--- src/rtl/sx_pkg.sv ---
package sx_pkg;

  localparam int INSTR_W = 32;
  localparam int IMM_W   = 6;

  localparam logic [1:0] MAJOR_ARITH = 2'b10;
  localparam logic [5:0] OPC_LEFT    = 6'b100101;
  localparam logic [5:0] OPC_RLOG    = 6'b100110;
  localparam logic [5:0] OPC_RARI    = 6'b100111;

  localparam int BIT_IMM  = 13;
  localparam int BIT_WIDE = 12;

  typedef enum logic [1:0] {
    SK_LEFT = 2'd0,
    SK_RLOG = 2'd1,
    SK_RARI = 2'd2,
    SK_NONE = 2'd3
  } shift_kind_e;

  typedef struct packed {
    logic             major;
    logic             legal;
    shift_kind_e      kind;
    logic             wide;
    logic             use_imm;
    logic [IMM_W-1:0] imm;
  } sx_dec_t;

endpackage

--- src/rtl/sx_decode.sv ---
module sx_decode
  import sx_pkg::*;
(
  input  logic [INSTR_W-1:0] instr,
  output sx_dec_t            dec
);

  logic [1:0] major_fld;
  logic [5:0] oper_fld;
  logic       unused_fields;

  assign major_fld     = instr[31:30];
  assign oper_fld      = instr[24:19];
  assign unused_fields = ^{instr[29:25], instr[18:14], instr[11:IMM_W]};

  always_comb begin
    dec         = '0;
    dec.major   = (major_fld == MAJOR_ARITH);
    dec.wide    = instr[BIT_WIDE];
    dec.use_imm = instr[BIT_IMM];
    dec.imm     = instr[IMM_W-1:0];
    dec.kind    = SK_NONE;
    dec.legal   = 1'b0;
    if (dec.major) begin
      unique case (oper_fld)
        OPC_LEFT: begin
          dec.kind  = SK_LEFT;
          dec.legal = 1'b1;
        end
        OPC_RLOG: begin
          dec.kind  = SK_RLOG;
          dec.legal = 1'b1;
        end
        OPC_RARI: begin
          dec.kind  = SK_RARI;
          dec.legal = 1'b1;
        end
        default: begin
          dec.kind  = SK_NONE;
          dec.legal = 1'b0;
        end
      endcase
    end
  end

endmodule

--- src/rtl/sx_amount.sv ---
module sx_amount
  import sx_pkg::*;
#(
  parameter int DATA_W = 64,
  localparam int AMT_W = $clog2(DATA_W)
) (
  input  logic              wide,
  input  logic              use_imm,
  input  logic [IMM_W-1:0]  imm,
  input  logic [DATA_W-1:0] reg_val,
  output logic [AMT_W-1:0]  amt
);

  logic [AMT_W-1:0] raw;
  logic             unused_hi;

  assign unused_hi = ^reg_val[DATA_W-1:AMT_W];

  generate
    if (IMM_W > AMT_W) begin : g_trim
      logic unused_imm;
      assign unused_imm = ^imm[IMM_W-1:AMT_W];
    end
  endgenerate

  always_comb begin
    raw = use_imm ? imm[AMT_W-1:0] : reg_val[AMT_W-1:0];
    amt = raw;
    if (!wide) begin
      amt[AMT_W-1] = 1'b0;
    end
  end

endmodule

--- src/rtl/sx_barrel.sv ---
module sx_barrel #(
  parameter int DATA_W = 64,
  localparam int AMT_W = $clog2(DATA_W)
) (
  input  logic [DATA_W-1:0] din,
  input  logic [AMT_W-1:0]  amt,
  input  logic              to_left,
  input  logic              fill,
  output logic [DATA_W-1:0] dout
);

  logic [DATA_W-1:0] rev_in;
  logic [DATA_W-1:0] stage [0:AMT_W];
  logic [DATA_W-1:0] rev_out;

  genvar gb;
  generate
    for (gb = 0; gb < DATA_W; gb++) begin : g_rev
      assign rev_in[gb]  = din[DATA_W-1-gb];
      assign rev_out[gb] = stage[AMT_W][DATA_W-1-gb];
    end
  endgenerate

  assign stage[0] = to_left ? rev_in : din;

  genvar gs;
  generate
    for (gs = 0; gs < AMT_W; gs++) begin : g_stage
      localparam int SH = 1 << gs;
      logic [DATA_W-1:0] moved;
      assign moved = {{SH{fill}}, stage[gs][DATA_W-1:SH]};
      assign stage[gs+1] = amt[gs] ? moved : stage[gs];
    end
  endgenerate

  assign dout = to_left ? rev_out : stage[AMT_W];

endmodule

--- src/rtl/shift_exec_unit.sv ---
module shift_exec_unit
  import sx_pkg::*;
#(
  parameter int DATA_W = 64,
  localparam int HALF_W = DATA_W / 2,
  localparam int AMT_W  = $clog2(DATA_W)
) (
  input  logic               clk,
  input  logic               rst,
  input  logic               in_valid,
  input  logic [INSTR_W-1:0] instr,
  input  logic [DATA_W-1:0]  opnd_a,
  input  logic [DATA_W-1:0]  opnd_b,
  output logic               res_valid,
  output logic [DATA_W-1:0]  res_data,
  output logic               res_illegal
);

  sx_dec_t           dec;
  logic [AMT_W-1:0]  amt;
  logic [DATA_W-1:0] prepped;
  logic              fill_bit;
  logic              go_left;
  logic [DATA_W-1:0] shifted;
  logic              accept;

  sx_decode u_decode (
    .instr (instr),
    .dec   (dec)
  );

  sx_amount #(.DATA_W(DATA_W)) u_amount (
    .wide    (dec.wide),
    .use_imm (dec.use_imm),
    .imm     (dec.imm),
    .reg_val (opnd_b),
    .amt     (amt)
  );

  // Legacy right shifts first widen the low word (zero or sign), then a
  // full-width right shift by at most HALF_W-1 leaves the upper half filled.
  always_comb begin
    go_left  = (dec.kind == SK_LEFT);
    prepped  = opnd_a;
    fill_bit = 1'b0;
    if (!go_left) begin
      if (dec.wide) begin
        fill_bit = (dec.kind == SK_RARI) & opnd_a[DATA_W-1];
        prepped  = opnd_a;
      end else begin
        fill_bit = (dec.kind == SK_RARI) & opnd_a[HALF_W-1];
        prepped  = {{HALF_W{fill_bit}}, opnd_a[HALF_W-1:0]};
      end
    end
  end

  sx_barrel #(.DATA_W(DATA_W)) u_barrel (
    .din     (prepped),
    .amt     (amt),
    .to_left (go_left),
    .fill    (fill_bit),
    .dout    (shifted)
  );

  assign accept = in_valid & dec.major;

  always_ff @(posedge clk) begin
    if (rst) begin
      res_valid   <= 1'b0;
      res_data    <= '0;
      res_illegal <= 1'b0;
    end else begin
      res_valid <= accept;
      if (accept) begin
        res_data    <= dec.legal ? shifted : '0;
        res_illegal <= ~dec.legal;
      end
    end
  end

endmodule

--- config.mk ---
export PLATFORM = sky130hd
export DESIGN_NAME = shift_exec_unit
export DESIGN_NICKNAME = d
export VERILOG_FILES = /design/src/rtl/sx_pkg.sv /design/src/rtl/sx_decode.sv /design/src/rtl/sx_amount.sv /design/src/rtl/sx_barrel.sv /design/src/rtl/shift_exec_unit.sv
export SDC_FILE = /design/constraint.sdc
export NUM_CORES = 1
export LEC_CHECK = 0
export ABC_AREA = 1
export BUFFER_PORTS_ARGS = -buffer_cell sky130_fd_sc_hd__buf_2
export CORE_MARGIN = 2
export CORE_UTILIZATION = 40
export DETAILED_ROUTE_END_ITERATION = 16
export PLACE_DENSITY_LB_ADDON = 0.08
export SLEW_MARGIN = 20
export SYNTH_ARGS = -nofsm -noshare
export SYNTH_HDL_FRONTEND = slang
export SYNTH_HIERARCHICAL = 1
export SYNTH_SLANG_ARGS = --single-unit
export TNS_END_PERCENT = 5
--- constraint.sdc ---
create_clock -name clk -period 7.08 [get_ports clk]
set_input_delay 0.354 -clock clk [delete_from_list [all_inputs] [get_ports clk]]
set_output_delay 0.354 -clock clk [all_outputs]
set_load 0.02 [all_outputs]
==> metrics.md, run 1 <==
| Metric | Value |
|---|---|
| Ys Warns | 6 |
| Root Buffer | clkbuf_16 |
| Hold_buf cts | 0 |
| Gate Count Post-Synth | 1720 |
| Crit path arrival time | around 4300 ps |
| Die height | between 150 and 200 um |
| Placed Cells | approximately 2000 |
| Layout Cells excl Fill | just over 2000 |
| Area leader, netlist | nand3_1 |
| Vias in the first global route | 10400 |
| Register area share after synthesis | 0.141 |
| Startpoint class of the critical path | input pin |
| Worst-path clk slew | roughly 60 ps |
| CTS tree | yes |
| Fillcell total | between 2000 and 3000 |
| Clk buf depth | 2 |
| Area Growth Syn to Fin | 8.37% |
| Horiz. Die Dim | 157 um |
| Post-CTS sizing | 0 |
| Placed wire-length estimate | between 20000 and 30000 um |
| Routed Antenna Nets | 0 |
| Die area | approximately 25000 um^2 |
| Post-CTS setup buffers | 0 |
| Commonest non-fill, non-tap cell in the layout | nand3_1 |
| Top cells by area, synth | nand3_1 (35%), nand2_1 (26%), dfxtp_1 (14%), o21ai_2 (5.7%), nand3_2 (3.6%) |
| HP Class | input pin to register |
| Setup TNS | 0 ps |
| CORE AREA | 22800 um^2 |
| Via/cell ratio | about 5.7 |
| Crit path time final | between 4000 and 5000 ps |
| GP Congestion | just under 1 |
| I/O Buffers | between 150 and 200 |
| Clock skew | 0 ps |
| Core Rows | between 50 and 60 |
| Avg Inst Size Synth | 5.44 um^2 |
| Worst Path Max Fanout | 65 |
| Total Power | 1.62 mW |
| Fin crit share | 0.573 |
| #FFs+latches synth | 66 |
| RSZ-0062 raised after global routing | no |
| Critical path class | input pin to register |
| CTS Sinks | 66 |
| GRT Total Usage | 0.286 |
| Reg-to-reg setup timing slack | 6420 ps |
| Slew Limit Fails | 0 |
| Post-Syn Area | about 9400 um^2 |
| P_leak | between 5 and 6 nW |
| Global-route wire length before repair | 56000 um |
| Top Ports | around 230 |
| Mapped Nets | 1883 |
| Worst slew pin tran | 1160 ps |
| Final setup fails | 0 |
| Placed Area | around 9800 um^2 |
| Final WL | 35400 um |
| Fmax | 246 MHz |
| CP Capture Type | register |
| Maximum vdd drop | 0.103 mV |
| Top cell type's share of synthesized area | 0.354 |
| Fin util | 0.445 |
| Initial antenna violation count | 1 |
| Power per cell area | approximately 160 nW/um^2 |
| Largest net degree at the start of global routing | between 150 and 200 |
| Most frequent cells in the layout | nand3_1 (662), nand2_1 (643), buf_2 (154), dfxtp_1 (66), o21ai_2 (61) |
| Worst skew pair latency | about 320 ps |
| Status | finished, final reports clean |
| Starting density of the core | 0.411 |
| Wire per inst | 17.2 um |
| TritonCTS Buffers | 9 |
| First-iteration detailed-routing DRC count | around 1500 |
| H-tree levels | 3 |
| Final hold viol count | 0 |
| Max-slew headroom | 0.229 |
| DRC | 0 |
| Via count | between 10000 and 15000 |
| Layout Nets | 1909 |
| Yosys cell types | 25 |
| Maxcap violations | 0 |
| Share of post-route cells with drive strength above 1 | 0.178 |
| Drt first pass iters | 6 |
| Req. time, crit path | about 7300 ps |
| Design area | between 10000 and 15000 um^2 |
| Remaining global-route overflow | 0 |
[worst max-delay path, cell delays in order]
cell and delay, ps:
buf_2 100, nor2_1 580, nand3_1 290, nor2_4 200, clkinv_2 760, nand2_1 430
nand3_1 170, nand3_1 170, nand3_1 160, nand3_1 190, nand2_1 120, nand2_1 100
nand2_1 80, nand2_1 100, nand2_1 90, nand2_1 90, nand2_1 70, nand2_1 100
o21ai_2 70
[cell families after synthesis]
group / count (synthesis) / share of synthesized area
buffers and inverters: 179 / 0.110
and+or+nand+nor: 1372 / 0.670
AOI/OAI and AO/OA: 103 / 0.0796
DFF: 66 / 0.141
[metrics by stage]
stage | hold slack [ps] | setup WS [ps]
2_1_floorplan | 423 | 4560
4_1_cts | 251 | 3080
3_5_place_dp | 453 | 2760
6_report | 260 | 3020
3_3_place_gp | 452 | 2770
5_1_grt | 261 | 2690
[state kept, by name, summed over array words and instances (netlist names)]
name and flops:
res_data 64, res_illegal 1, res_valid 1
[final timing paths]
path,to,start,depth (start not counted)
worst max register to register,res_data[54],res_data[54],2
worst max-delay path,res_data[49],instr[30],19
worst min register to register,res_data[52],res_data[52],2
worst min-delay path,res_data[53],rst,2
[layer usage]
layer | track usage | wire length (um) | up-vias
met5 | 0 | 0 | -
met4 | 0.0952 | 1250 | 0
met3 | 0.0427 | 2810 | 74
met2 | 0.449 | 15600 | 513
met1 | 0.398 | 15800 | 5325
li1 | - | - | 5876
[final cells by class]
cell class | instances | area [um^2] | area share
clock buffer | 10 | 229 | 0.0226
clock inverter | 6 | 136 | 0.0134
inverter | 25 | 98.8 | 0.00975
timing repair buffer | 169 | 896 | 0.0883
sequential | 66 | 1320 | 0.130
tap | 313 | 392 | 0.0386
multi-input combinational | 1475 | 7070 | 0.697
antenna | 1 | 2.50 | 0.000247
[where the power goes]
part | internal (mW) | switching [mW] | leakage, nW | total, mW
Clock | 0.381 | 0.167 | 0.173 | 0.548
Sequential | 0.372 | 0.000300 | 0.532 | 0.372
Combinational | 0.202 | 0.502 | 4.53 | 0.704
[synth_stat cells]
cell type and count:
inv_4 1, dfxtp_1 66, buf_6 26, buf_12 1, nor2_1 10, buf_1 26
a21oi_1 4, o21ai_1 5, nand2_2 11, nand4_1 5, inv_2 8, nand2_1 644
nor2_2 1, inv_1 16, nand3_1 662, buf_4 12, or2_2 1, nor2_4 1
buf_2 58, o21ai_0 33, o21ai_2 61, nand3_2 34, nand2_4 3, clkbuf_1 29
buf_8 2
Note: power is estimated with default switching activity, not from simulation.
==> inputs of run 2 (changes only) <==
- clock period: 7.08 -> 4.2 ns (I/O delays scaled with it)
==> run 2 against run 1 <==
Global-route usage is 0.10 points higher. Final cell count is 0.29% higher. Worst hold slack worse by 150 ps. Sequential cell count stayed put. Clock power is 40% higher. Combinational power is 69% higher. Count of clock-buffer cells in the layout stayed put. Utilization is 0.066 points lower. Clock skew stayed put. Die area stayed put. Sequential share of layout area hardly changed. Highest routed layer unchanged.
==> metrics.md, run 2 (same netlist as run 1, synthesis figures left out) <==
| Metric | Value |
|---|---|
| H-tree levels | 3 |
| Post-CTS setup buffers | 0 |
| Terminus of the critical flop-to-flop path | res_data[63] |
| Drt first pass iters | 6 |
| Placed wire-length estimate | between 20000 and 30000 um |
| Wire per inst | 17.1 um |
| Critical path class | input pin to register |
| Die area | 24600 um^2 |
| Setup ws final | roughly 1100 ps |
| GRT Total Usage | 0.287 |
| Crit path arrival time | about 3400 ps |
| Starting density of the core | 0.411 |
| CP max stage delay | around 300 ps |
| Maximum vdd drop | 0.160 mV |
| Most frequent cells in the layout | nand3_1 (662), nand2_1 (644), buf_2 (154), dfxtp_1 (66), o21ai_2 (61) |
| Max reg flops | 64 |
| Root Buffer | clkbuf_16 |
| Worst Path Max Fanout | 81 |
| Commonest non-fill, non-tap cell in the layout | nand3_1 |
| Clk buf depth | 2 |
| First-iteration detailed-routing DRC count | 1444 |
| Horiz. Die Dim | 157 um |
| Via/cell ratio | approximately 5.7 |
| HP Class | input pin to register |
| CP cell instances | buf_2 -> nor2_1 -> buf_4 -> nand3_1 -> nor2_4 -> buf_12 -> buf_4 -> nand2_1 -> nand3_1 -> nand3_1 -> nand3_1 -> nand3_1 -> nand2_1 -> nand2_1 -> nand2_1 -> nand2_1 -> nand2_1 -> nand2_1 -> nand2_1 -> nand2_1 -> o21ai_2 |
| Startpoint class of the critical path | input pin |
| Max-slew headroom | 0.253 |
| CP bufs+invs | 4 |
| Largest regs | res_data x64, res_illegal x1, res_valid x1 |
| Req. time, crit path | 4450 ps |
| TritonCTS Buffers | 9 |
| Routed Antenna Nets | 0 |
| Die height | 157 um |
| Fmax | approximately 320 MHz |
| Hold_buf cts | 0 |
| CTS Sinks | 66 |
| WHS | roughly 110 ps |
| P_leak | approximately 5.2 nW |
| CP Capture Type | register |
| Initial antenna violation count | 0 |
| Share of post-route cells with drive strength above 1 | 0.181 |
| Reg-to-reg setup timing slack | between 3000 and 4000 ps |
| Vias in the first global route | approximately 10000 |
| GP Congestion | between 0.9 and 1 |
| Maxcap violations | 0 |
| CP delay by family, top | simple AND/OR/NAND/NOR gates |
| Final hold viol count | 0 |
| Status | finished, final reports clean |
| Remaining global-route overflow | 0 |
| WHS Endpoint | res_data[55] |
| R2r worst-path depth | 2 |
| Largest net degree at the start of global routing | between 80 and 90 |
| Worst Hold Launch | rst |
| Layout Nets | 1916 |
| Slew Limit Fails | 0 |
| Worst slew pin tran | ~1100 ps |
| Setup WS pre-CTS | 832 ps |
| R2r startpoint | res_data[63] |
| Ant diodes | 0 |
| Clock skew | 0 ps |
| Slowest stage cell, crit path | buf_12 |
| Worst skew pair latency | 330 ps |
| Crit path time final | 3110 ps |
| Setup TNS | 0 ps |
| Fin crit share | 0.740 |
| Area Growth Syn to Fin | 8.21% |
| CTS tree | yes |
| Post-CTS sizing | 0 |
| CP dominant cell by count | nand2_1 |
| Global-route wire length before repair | 56100 um |
| CORE AREA | roughly 23000 um^2 |
| Worst-path clk slew | 60 ps |
| I/O Buffers | ~150 |
| Final setup fails | 0 |
| DRC | 0 |
| Core Rows | between 50 and 60 |
| Top Ports | ~230 |
| Final WL | approximately 35000 um |
| Power per cell area | ~250 nW/um^2 |
| RSZ-0062 raised after global routing | no |
| Largest register by flop count | res_data |
| Hold depth | 2 |
| Via count | around 12000 |
## run 2: changes by cell type in the layout (fill, tap and decap cells not counted), sizes merged
cell / change
buf: +7
bufinv: -3
clkinv: +2
clkinvlp: +1
diode: -1
## run 2: report_power, final
| group | switching, mW | leakage (nW) | internal [mW] |
|---|---|---|---|
| combinational | 0.844 | 4.56 | 0.342 |
| clock | 0.291 | 0.145 | 0.475 |
| sequential | 0.000573 | 0.532 | 0.627 |
| total | 1.14 | 5.24 | 1.44 |
## run 2: metrics by stage
stage	total power, mW	std cells	cell area (um^2)	utilization
global placement	1.80	2055	9820	0.431
floorplan	1.48	1720	9360	-
finish	2.58	2071	10100	0.445
global route	2.75	2071	10100	0.445
CTS	2.57	2071	10100	0.444
detailed placement	1.80	2055	9820	0.431
## run 2: layout make-up
cell class                 count  area, um^2
clock buffer                  10         239
fill                        2623       12700
inverter                      25        98.8
tap                          313         392
multi-input combinational   1475        7060
clock inverter                 6        63.8
timing repair buffer         176         948
sequential                    66        1320
## run 2: metal layers
layer | wire, um | up-vias | global-route usage | share of wire
met5 | 0 | - | 0 | 0
met4 | 1180 | 0 | 0.0931 | 0.033
met3 | 2380 | 60 | 0.0396 | 0.067
met2 | 15600 | 441 | 0.449 | 0.44
met1 | 16300 | 5408 | 0.404 | 0.46
li1 | - | 5878 | - | -
## run 2: how the worst max path moves through the flow
| stage | start | end | slack [ps] | depth (start not counted) |
|---|---|---|---|---|
| after global routing | instr[22] | res_data[50] | 810 | 23 |
| after global placement | instr[30] | res_data[51] | 840 | 20 |
| after floorplan | instr[31] | res_data[55] | 1820 | 19 |
| after detailed placement | instr[30] | res_data[51] | 830 | 20 |
| final | instr[30] | res_data[48] | 1090 | 21 |
| after CTS | instr[30] | res_data[25] | 1170 | 20 |
